`config.mk`:
```
export PLATFORM = sky130hd
export DESIGN_NAME = soh_gen
export DESIGN_NICKNAME = d
export VERILOG_FILES = /design/src/rtl/sohg_pkg.sv /design/src/rtl/sohg_pos.sv /design/src/rtl/sohg_trace.sv /design/src/rtl/sohg_scr.sv /design/src/rtl/soh_gen.sv
export SDC_FILE = /design/constraint.sdc
export NUM_CORES = 1
export LEC_CHECK = 0
export CORE_UTILIZATION = 30
export CTS_CLUSTER_SIZE = 25
export DETAILED_ROUTE_END_ITERATION = 7
export DONT_BUFFER_PORTS = 1
export GPL_TIMING_DRIVEN = 0
export PLACE_DENSITY_LB_ADDON = 0.12
export RECOVER_POWER = 50
export SKIP_CTS_REPAIR_TIMING = 1
export SLEW_MARGIN = 10
export SYNTH_ARGS = -nofsm -noshare
export SYNTH_HDL_FRONTEND = slang
export SYNTH_SLANG_ARGS = --single-unit
export TNS_END_PERCENT = 50
```
`constraint.sdc`:
```
create_clock -name clk -period 3.1 [get_ports clk]
set_clock_uncertainty 0.1 [all_clocks]
set_input_delay 0.62 -clock clk [delete_from_list [all_inputs] [get_ports clk]]
set_output_delay 0.62 -clock clk [all_outputs]
set_load 0.01 [all_outputs]
```
`src/rtl/sohg_pkg.sv`:
```
package sohg_pkg;

    localparam logic [7:0] A1_VAL   = 8'hF6;
    localparam logic [7:0] A2_VAL   = 8'h28;
    localparam logic [7:0] FILL_VAL = 8'h00;
    localparam logic [7:0] AIS_VAL  = 8'hFF;
    localparam logic [6:0] SCR_SEED = 7'h7F;
    localparam int         OH_COLS  = 3;

    typedef enum logic [2:0] {
        K_BODY, K_A1, K_A2, K_J0, K_B1, K_RSV, K_F1, K_DCC
    } oh_kind_e;

    typedef struct packed {
        logic [7:0] data;
        logic       fs;
    } out_t;

    // Keystream byte, MSB first, from a 1+x^6+x^7 register state
    function automatic logic [7:0] scr_key(input logic [6:0] st);
        logic [6:0] s;
        logic [7:0] k;
        s = st;
        k = '0;
        for (int i = 7; i >= 0; i--) begin
            k[i] = s[6];
            s    = {s[5:0], s[6] ^ s[5]};
        end
        return k;
    endfunction

    function automatic logic [6:0] scr_step8(input logic [6:0] st);
        logic [6:0] s;
        s = st;
        for (int i = 0; i < 8; i++) begin
            s = {s[5:0], s[6] ^ s[5]};
        end
        return s;
    endfunction

endpackage

```
`src/rtl/sohg_pos.sv`:
```
module sohg_pos #(
    parameter  int ROWS = 9,
    parameter  int COLS = 90,
    localparam int RW   = $clog2(ROWS),
    localparam int CW   = $clog2(COLS)
) (
    input  logic          clk,
    input  logic          rst_n,
    input  logic          sof,
    output logic [RW-1:0] cur_row,
    output logic [CW-1:0] cur_col
);

    typedef struct packed {
        logic [RW-1:0] row;
        logic [CW-1:0] col;
    } pos_t;

    pos_t pos_d, pos_q;

    always_comb begin
        cur_row = sof ? '0 : pos_q.row;
        cur_col = sof ? '0 : pos_q.col;
        pos_d   = pos_q;
        if (cur_col == CW'(COLS - 1)) begin
            pos_d.col = '0;
            pos_d.row = (cur_row == RW'(ROWS - 1)) ? '0 : cur_row + 1'b1;
        end else begin
            pos_d.col = cur_col + 1'b1;
            pos_d.row = cur_row;
        end
    end

    always_ff @(posedge clk or negedge rst_n) begin
        if (!rst_n) pos_q <= '0;
        else        pos_q <= pos_d;
    end

    // a frame marker restarts the count at column 0 of row 0
    a_r1_restart: assert property (@(posedge clk) disable iff (!rst_n)
        sof |=> (pos_q.row == '0 && pos_q.col == CW'(1)));

endmodule

```
`src/rtl/sohg_trace.sv`:
```
module sohg_trace #(
    parameter  int DEPTH = 64,
    parameter  int SHORT = 16,
    localparam int AW    = $clog2(DEPTH)
) (
    input  logic          clk,
    input  logic          rst_n,
    input  logic          we,
    input  logic [AW-1:0] waddr,
    input  logic [7:0]    wdata,
    input  logic          adv,
    input  logic          short_mode,
    output logic [7:0]    rdata
);

    typedef struct packed {
        logic [DEPTH-1:0][7:0] mem;
        logic [AW-1:0]         idx;
    } trace_t;

    trace_t st_d, st_q;

    always_comb begin
        st_d = st_q;
        if (we) st_d.mem[waddr] = wdata;
        if (adv) begin
            if (short_mode && st_q.idx >= AW'(SHORT - 1))
                st_d.idx = '0;
            else if (st_q.idx == AW'(DEPTH - 1))
                st_d.idx = '0;
            else
                st_d.idx = st_q.idx + 1'b1;
        end
        rdata = st_q.mem[st_q.idx];
    end

    always_ff @(posedge clk or negedge rst_n) begin
        if (!rst_n) st_q <= '0;
        else        st_q <= st_d;
    end

    // short mode keeps the index inside the first SHORT entries
    a_r4_short_wrap: assert property (@(posedge clk) disable iff (!rst_n)
        (adv && short_mode) |=> (st_q.idx < AW'(SHORT)));

    // the index moves only on a J0 byte
    a_r4_hold: assert property (@(posedge clk) disable iff (!rst_n)
        !adv |=> (st_q.idx == $past(st_q.idx)));

endmodule

```
`src/rtl/sohg_scr.sv`:
```
module sohg_scr
    import sohg_pkg::*;
(
    input  logic       clk,
    input  logic       rst_n,
    input  logic       frame_start,
    input  logic       seed_now,
    input  logic       adv,
    input  logic [7:0] tx_byte,
    output logic [7:0] key,
    output logic [7:0] b1
);

    typedef struct packed {
        logic [6:0] lfsr;
        logic [7:0] acc;
        logic [7:0] b1;
    } scr_t;

    scr_t st_d, st_q;
    logic [6:0] base;

    always_comb begin
        st_d = st_q;
        base = seed_now ? SCR_SEED : st_q.lfsr;
        key  = scr_key(base);
        if (adv) st_d.lfsr = scr_step8(base);
        if (frame_start) begin
            st_d.b1  = st_q.acc;
            st_d.acc = tx_byte;
        end else begin
            st_d.acc = st_q.acc ^ tx_byte;
        end
        b1 = st_q.b1;
    end

    always_ff @(posedge clk or negedge rst_n) begin
        if (!rst_n) begin
            st_q      <= '0;
            st_q.lfsr <= SCR_SEED;
        end else begin
            st_q <= st_d;
        end
    end

    // the parity result changes only at a frame start
    a_r6_b1_hold: assert property (@(posedge clk) disable iff (!rst_n)
        !frame_start |=> (b1 == $past(b1)));

endmodule

```
`src/rtl/soh_gen.sv`:
```
module soh_gen
    import sohg_pkg::*;
#(
    parameter  int ROWS        = 9,
    parameter  int COLS        = 90,
    parameter  int TRACE_DEPTH = 64,
    parameter  int TRACE_SHORT = 16,
    localparam int TAW         = $clog2(TRACE_DEPTH),
    localparam int RW          = $clog2(ROWS),
    localparam int CW          = $clog2(COLS)
) (
    input  logic           clk,
    input  logic           rst_n,
    input  logic [7:0]     in_data,
    input  logic           in_fs,
    input  logic           regen_a1a2,
    input  logic           regen_j0,
    input  logic           regen_b1,
    input  logic           regen_f1,
    input  logic           regen_dcc,
    input  logic           regen_rsv,
    input  logic           frm_err,
    input  logic           b1_err,
    input  logic           ais_man,
    input  logic           ais_auto_en,
    input  logic           lof,
    input  logic           los,
    input  logic           rs_ais_en,
    input  logic           j0_short,
    input  logic           scr_en,
    input  logic           trace_we,
    input  logic [TAW-1:0] trace_addr,
    input  logic [7:0]     trace_wdata,
    output logic [7:0]     out_data,
    output logic           out_fs
);

    logic [RW-1:0] cur_row;
    logic [CW-1:0] cur_col;
    logic [7:0]    trace_byte, key, b1_val, pre_byte;
    logic          ais_on, hdr_zone, frame_start, seed_now;
    oh_kind_e      kind;
    out_t          out_d, out_q;

    sohg_pos #(.ROWS(ROWS), .COLS(COLS)) u_pos (
        .clk     (clk),
        .rst_n   (rst_n),
        .sof     (in_fs),
        .cur_row (cur_row),
        .cur_col (cur_col)
    );

    sohg_trace #(.DEPTH(TRACE_DEPTH), .SHORT(TRACE_SHORT)) u_trace (
        .clk        (clk),
        .rst_n      (rst_n),
        .we         (trace_we),
        .waddr      (trace_addr),
        .wdata      (trace_wdata),
        .adv        (kind == K_J0),
        .short_mode (j0_short),
        .rdata      (trace_byte)
    );

    sohg_scr u_scr (
        .clk         (clk),
        .rst_n       (rst_n),
        .frame_start (frame_start),
        .seed_now    (seed_now),
        .adv         (!hdr_zone),
        .tx_byte     (out_d.data),
        .key         (key),
        .b1          (b1_val)
    );

    always_comb begin
        ais_on      = ais_man | (ais_auto_en & (lof | los));
        frame_start = (cur_row == '0) && (cur_col == '0);
        seed_now    = (cur_row == '0) && (cur_col == CW'(OH_COLS));
        hdr_zone    = (cur_row == '0) && (cur_col < CW'(OH_COLS));
        kind        = K_BODY;
        if (cur_col < CW'(OH_COLS)) begin
            case (cur_row)
                RW'(0): kind = (cur_col == '0) ? K_A1 :
                               (cur_col == CW'(1)) ? K_A2 : K_J0;
                RW'(1): kind = (cur_col == '0) ? K_B1 :
                               (cur_col == CW'(1)) ? K_RSV : K_F1;
                RW'(2): kind = K_DCC;
                default: kind = K_BODY;
            endcase
        end

        case (kind)
            K_A1:    pre_byte = (regen_a1a2 ? A1_VAL : in_data) ^ {7'b0, frm_err};
            K_A2:    pre_byte = regen_a1a2 ? A2_VAL : in_data;
            K_J0:    pre_byte = (ais_on && rs_ais_en) ? AIS_VAL :
                                (regen_j0 ? trace_byte : in_data);
            K_B1:    pre_byte = (regen_b1 ? b1_val : in_data) ^ {7'b0, b1_err};
            K_RSV:   pre_byte = regen_rsv ? FILL_VAL : in_data;
            K_F1:    pre_byte = regen_f1 ? FILL_VAL : in_data;
            K_DCC:   pre_byte = regen_dcc ? FILL_VAL : in_data;
            default: pre_byte = ais_on ? AIS_VAL : in_data;
        endcase

        out_d.data = (scr_en && !hdr_zone) ? (pre_byte ^ key) : pre_byte;
        out_d.fs   = in_fs;
    end

    always_ff @(posedge clk or negedge rst_n) begin
        if (!rst_n) out_q <= '0;
        else        out_q <= out_d;
    end

    assign out_data = out_q.data;
    assign out_fs   = out_q.fs;

    // marker delayed by one clock
    a_r1_fs_delay: assert property (@(posedge clk) disable iff (!rst_n)
        in_fs |=> out_fs);

    // generated A2 value
    a_r2_a2_value: assert property (@(posedge clk) disable iff (!rst_n)
        (kind == K_A2 && regen_a1a2) |=> (out_data == 8'h28));

    // corrupted A1 value
    a_r3_a1_corrupt: assert property (@(posedge clk) disable iff (!rst_n)
        (kind == K_A1 && regen_a1a2 && frm_err) |=> (out_data == 8'hF7));

    // trace forced to all ones during AIS
    a_r5_rs_ais: assert property (@(posedge clk) disable iff (!rst_n)
        (kind == K_J0 && ais_on && rs_ais_en) |=> (out_data == 8'hFF));

    // body filled with ones during AIS when unscrambled
    a_r11_ais_fill: assert property (@(posedge clk) disable iff (!rst_n)
        (kind == K_BODY && ais_on && !scr_en) |=> (out_data == 8'hFF));

endmodule

```
# Word level (Yosys, flattened, before mapping)
# Index checks and enable logic that the tools add are counted.
[word_totals] register_bits=561 inputBits=41 out_inout_bits=9 elab_cells=149
[classes] add_sub_neg=3 n_lt_le_gt_ge=5 n_eq_ne=14 n_mux=30 bitwise=15 reduce_logical=10
[ops] cell="bitwise mux 512 bit" n=1
[ops] cell="2-to-1 mux 8 bit" n=13
[ops] cell="one-hot mux 8 bit (7 select lines)" n=1
[ops] cell="binary-select mux 8 bit (select 6 bit)" n=1
[ops] cell="demux 8 bit (select 6 bit)" n=1
[ops] cell="XOR 8 x 1 -> 8 bit" n=2
[ops] cell="XOR 8 bit" n=2
[ops] cell="less-than comparator 6 x 7 -> 1 bit (second input constant)" n=2
[ops] cell="2-to-1 mux 7 bit" n=2
[ops] cell="equality test 3 bit (second input constant)" n=4
[ops] cell="2-to-1 mux 6 bit" n=2
[ops] cell="2-to-1 mux 11 bit" n=1
[ops] cell="one-hot mux 3 bit (3 select lines)" n=1
[ops] cell="2-to-1 mux 4 bit" n=2
[ops] cell="XOR 1 bit" n=8
[ops] cell="adder 7 x 1 -> 7 bit (second input constant)" n=1
[ops] cell="equality test 7 x 1 -> 1 bit (second input constant)" n=1
[ops] cell="equality test 7 x 2 -> 1 bit (second input constant)" n=1
[ops] cell="equality test 7 bit (second input constant)" n=1
[ops] cell="logical AND 1 bit" n=7
[ops] cell="logical NOT 7 bit" n=1
[ops] cell="less-than comparator 7 x 2 -> 1 bit (second input constant)" n=1
[ops] cell="adder 6 x 1 -> 6 bit (second input constant)" n=1
[ops] cell="equality test 3 x 2 -> 1 bit (second input constant)" n=2
[ops] cell="other kinds (15)" n=18

# Depth between registers and ports, before layout
[depth] word_depth=12 mapped_depth=14 ltp_nobuf=11

# Hierarchy
# From an unflattened synthesis, not the netlist that was laid out.
[unflattened] cells_unflattened=1838 hier_area_um2=26629.3
[by_module_without_submodules] module="sohg_trace" n_inst=1 cells_per_inst=1555 area_per_inst_um2=23885.4 seq_area_each_um2=12962.4
[by_module_without_submodules] module="sohg_scr" n_inst=1 cells_per_inst=88 area_per_inst_um2=1077.3 seq_area_each_um2=584.3
[by_module_without_submodules] module="soh_gen" n_inst=1 cells_per_inst=134 area_per_inst_um2=1038.5 seq_area_each_um2=225.2
[by_module_without_submodules] module="sohg_pos" n_inst=1 cells_per_inst=61 area_per_inst_um2=628.1 seq_area_each_um2=275.3

# Worst setup path after synthesis
# OpenSTA, ideal clock, no wires.
[synth_path] path_type="input port to flip-flop" startpoint="input port in_fs" endpoint="register u_scr.st_q[12] (netlist name)" setup_ns=0.123 arrival_time_ns=3.329 required_time_ns=2.877 path_slack_ns=-0.451 stages=14 n_path_buf=3 cell_sequence="clkbuf_1 -> nand2b_1 -> inv_1 -> ha_1 -> or2_1 -> clkbuf_1 -> nor2_2 -> nor2_1 -> or3_1 -> clkbuf_1 -> o211ai_1 -> o21ai_0 -> or4_4 -> xnor2_1"
[synth_lines] item="from (decl)" line="soh_gen.sv:15" source="input logic in_fs,"
[synth_lines] item="to (signal assigned)" line="sohg_scr.sv:42" source="st_q <= st_d;"
[synth_lines] item="to (decl)" line="sohg_scr.sv:20" source="scr_t st_d, st_q;"

==> impl_metrics.csv <==
group,metric,value,unit
status,status,"finished, violations left",
status,violations,"negative hold slack, max-slew violations, negative setup slack",
sta,min_period,3.337,ns
finish,fin_area,31710,sq um
pwr,ir_drop,0.0004192,V
pwr,p_comb_frac,0.319,
pwr,power,25.16,mW
global_routing,grt.total_usage,0.1981,
finish,area_delta_synth_final,18.39,%
die,initial_utilization,0.3031,
pwr,leakagePower,13.80,nW
die,rows,109,
sta,slew_viol_final,462,
die,ios,50,
yosys,syn_nets,1917,
finish,drive_gt1_frac,0.4641,
critical_path,cp_max_fo,6,
yosys,synth_edf_count,0,
yosys,synthCells,1868,
critical_path,crit_required,3.50,ns
sta,slew_headroom,-0.6591,
pwr,power_density,793.5,nW/um^2
cts,cts_htree_levels,3,
sta,worst_slack,-0.2368,ns
critical_path,rr_endpoint,"u_scr.st_q[12]",
critical_path,reg2reg_setup_slack,-0.24,ns
critical_path,startpoint_type,"flop",
drt,drt_wl_total,89220,um
cts,path_clk_slew,0.06,ns
global_routing,antenna_found_initial,8,
placement,port_buffers,0,
sta,post-route-period-util,1.076,
drt,vias,16750,
sta,max_freq,0.2997,GHz
finish,fill_cells,8610,
critical_path,reg2regPathDepth,10,
pwr,power_switching_share,0.3183,
cts,clock_path_buffers,3,
die,die_height,300.8,um
critical_path,path_class,"flop to flop",
critical_path,endpoint_kind,"flop",
die,die_area,90480,sq um
pwr,power.switching,8.008,mW
global_routing,grt_max_degree,562,
cts,ctsRootBufferMaster,"clkbuf_16",
yosys,yosysUniqueCellTypes,71,
placement,hpwl,61230,um
global_routing,grt_overflow,0,
cts,clk_latency,0.62,ns
pwr,p_int,17.15,mW
yosys,synthArstFlopShare,1.000,
pwr,p_clk_frac,0.319,
sta,worst_slew_pin_slew,2.489,ns
cts,cts_inserted_buffers,68,
die,coreArea,88370,sq um
placement,dpl-instance-area,28380,sq um
sta,holdWs,-0.3810,ns
cts,cts_tree,"built",
placement,gp_congestion,0.8612,
yosys,syn_avg_cell_area,14.34,sq um
sta,finalHoldViolCount,108,
drt,firstDrtPassIters,5,
pwr,seqPwrFrac,0.363,
yosys,yosysSeqAreaShare,0.5245,
finish,final_cells,3184,
global_routing,grt_pass1_wl,128200,um
sta,rsz0062_at_grt,"true",
critical_path,arrival,3.74,ns
finish,num-nets-final,2021,
hold_path,min_path_type,"input pin to async pin",
placement,dp.cells,3033,
yosys,ys.flop_type,"dfrtp_1",
sta,setup_violations,14,
critical_path,r2r-start,"u_trace.st_q[0]",
placement,place_ws,-1.312,ns
drt,wire_per_inst,28.02,um
die,chipWidth,300.8,um
finish,diodes,0,
cts,clock_sinks,561,
global_routing,grt_pass1_vias,17510,
drt,ant_nets,0,
yosys,yosys_warnings,0,
drt,vias_per_cell,5.262,
flow_run,max-cap-violations,0,
drt,drtIter0Drc,1251,
yosys,ys_seq_elements,561,
yosys,syn_area,26780,sq um
drt,drc,0,
[final cells by class]
cell class	count	area, sq um	share of cell area
buffer	128	942.2	0.02971
clock inverter	17	193.9	0.006116
sequential	561	14050	0.4431
inverter	10	37.54	0.001184
multi-input combinational	1168	12620	0.3979
tap	1165	1458	0.04597
timing repair buffer	35	374.1	0.01180
clock buffer	100	2034	0.06416
[per-stage QoR]
| stage | util | TNS [ns] |
|---|---|---|
| finish | 0.3588 | -2.022 |
| global route | 0.3588 | -2.687 |
| CTS | 0.3463 | -17.37 |
| detailed placement | 0.3211 | -41.19 |
| global placement | 0.3211 | -40.12 |
| floorplan | - | -0.8318 |
[power groups by stage]
stage | Clock [mW] | Sequential, mW | Combinational (mW)
3_5_place_dp | 0 | 9.23 | 6.78
4_1_cts | 8.25 | 9.11 | 6.79
5_1_grt | 8.54 | 9.27 | 8.41
2_1_floorplan | 0 | 9.00 | 4.44
6_report | 8.02 | 9.13 | 8.01
3_3_place_gp | 0 | 9.17 | 6.73
[how the worst max path moves through the flow]
| stage | startpoint | slack (ns) | end |
|---|---|---|---|
| 6_report | u_trace.st_q[0] | -0.24 | u_scr.st_q[12] |
| 4_1_cts | u_trace.st_q[1] | -1.35 | u_scr.st_q[11] |
| 2_1_floorplan | in_fs | -0.17 | u_scr.st_q[10] |
| 5_1_grt | u_trace.st_q[0] | -0.25 | u_scr.st_q[10] |
| 3_5_place_dp | u_trace.st_q[1] | -1.31 | u_scr.st_q[11] |
| 3_3_place_gp | u_trace.st_q[1] | -1.34 | out_data[3] |
[routing by layer]
metal / track usage / vias to the layer above / part of all wire
met4: 0.07167 / 8 / 0.034
li1: - / 7171 / -
met2: 0.3152 / 361 / 0.47
met1: 0.2626 / 9075 / 0.45
met5: 0 / - / 0.00058
met3: 0.04675 / 139 / 0.050
[placed cells by master (no fill, tap or decap), drive strengths merged, types with 8 or more instances in the layout]
cell    count
a211oi      8
nor2b      16
buf        76
nand3      15
nand2b     11
o21ai      39
clkinv     11
mux4      128
mux2      527
xnor2      18
xor2       13
inv        13
clkbuf    186
a22oi      22
mux2i      46
a21oi      27
ha          8
nand2      75
dfrtp     554
nor2       76
and2       13
nor4       10
nor3       20
[synthesized netlist by cell type, types with 6 or more instances]
| cell type | count | area (sq um) |
|---|---|---|
| ha_1 | 8 | 100.1 |
| nand4_1 | 6 | 37.54 |
| and2_1 | 10 | 62.56 |
| buf_1 | 11 | 41.29 |
| a211oi_1 | 7 | 52.55 |
| o211ai_1 | 7 | 52.55 |
| o221ai_1 | 6 | 52.55 |
| dfstp_2 | 7 | 183.9 |
| o21ai_0 | 35 | 175.2 |
| nor3_1 | 19 | 95.09 |
| inv_1 | 10 | 37.54 |
| mux2i_1 | 46 | 460.4 |
| mux2_2 | 527 | 5934 |
| nand3_1 | 15 | 75.07 |
| nand3b_1 | 6 | 45.04 |
| mux4_1 | 7 | 183.9 |
| a22o_1 | 7 | 61.31 |
| a21oi_1 | 26 | 130.1 |
| xnor2_1 | 18 | 157.7 |
| buf_4 | 12 | 90.09 |
| a22oi_1 | 22 | 165.2 |
| mux4_2 | 121 | 2725 |
| xor2_1 | 13 | 113.9 |
| nand2b_1 | 11 | 68.82 |
| nor2_1 | 74 | 277.8 |
| clkbuf_1 | 83 | 311.6 |
| nor2b_1 | 15 | 93.84 |
| dfrtp_1 | 554 | 13860 |
| nor4_1 | 9 | 56.30 |
| buf_2 | 17 | 85.08 |
| nand2_1 | 74 | 277.8 |
[sequential cells by signal, summed over array words and instances (netlist names)]
signal,count
out_fs,1
u_pos.pos_q,11
out_data,8
u_trace.st_q,518
u_scr.b1,8
u_scr.st_q,15
[cells by family after synthesis]
logic type,after synthesis,synth area share
mux,701,0.3474
simple gates,274,0.05087
flops,561,0.5245
fa+ha+maj,8,0.003737
buf+inv,139,0.02340
compound gates,154,0.03999
xor+xnor,31,0.01014
[worst max-delay path, stage by stage, from the launching register on]
cell and delay (ns):
dfrtp_2 0.43, buf_12 0.18, buf_12 0.12, clkbuf_16 0.16, buf_4 0.12, mux4_2 0.55
mux4_2 0.58, nor3_1 0.16, nor4_1 0.08, or4_4 0.58, xnor2_1 0.15
(Power assumes the default switching activity.)
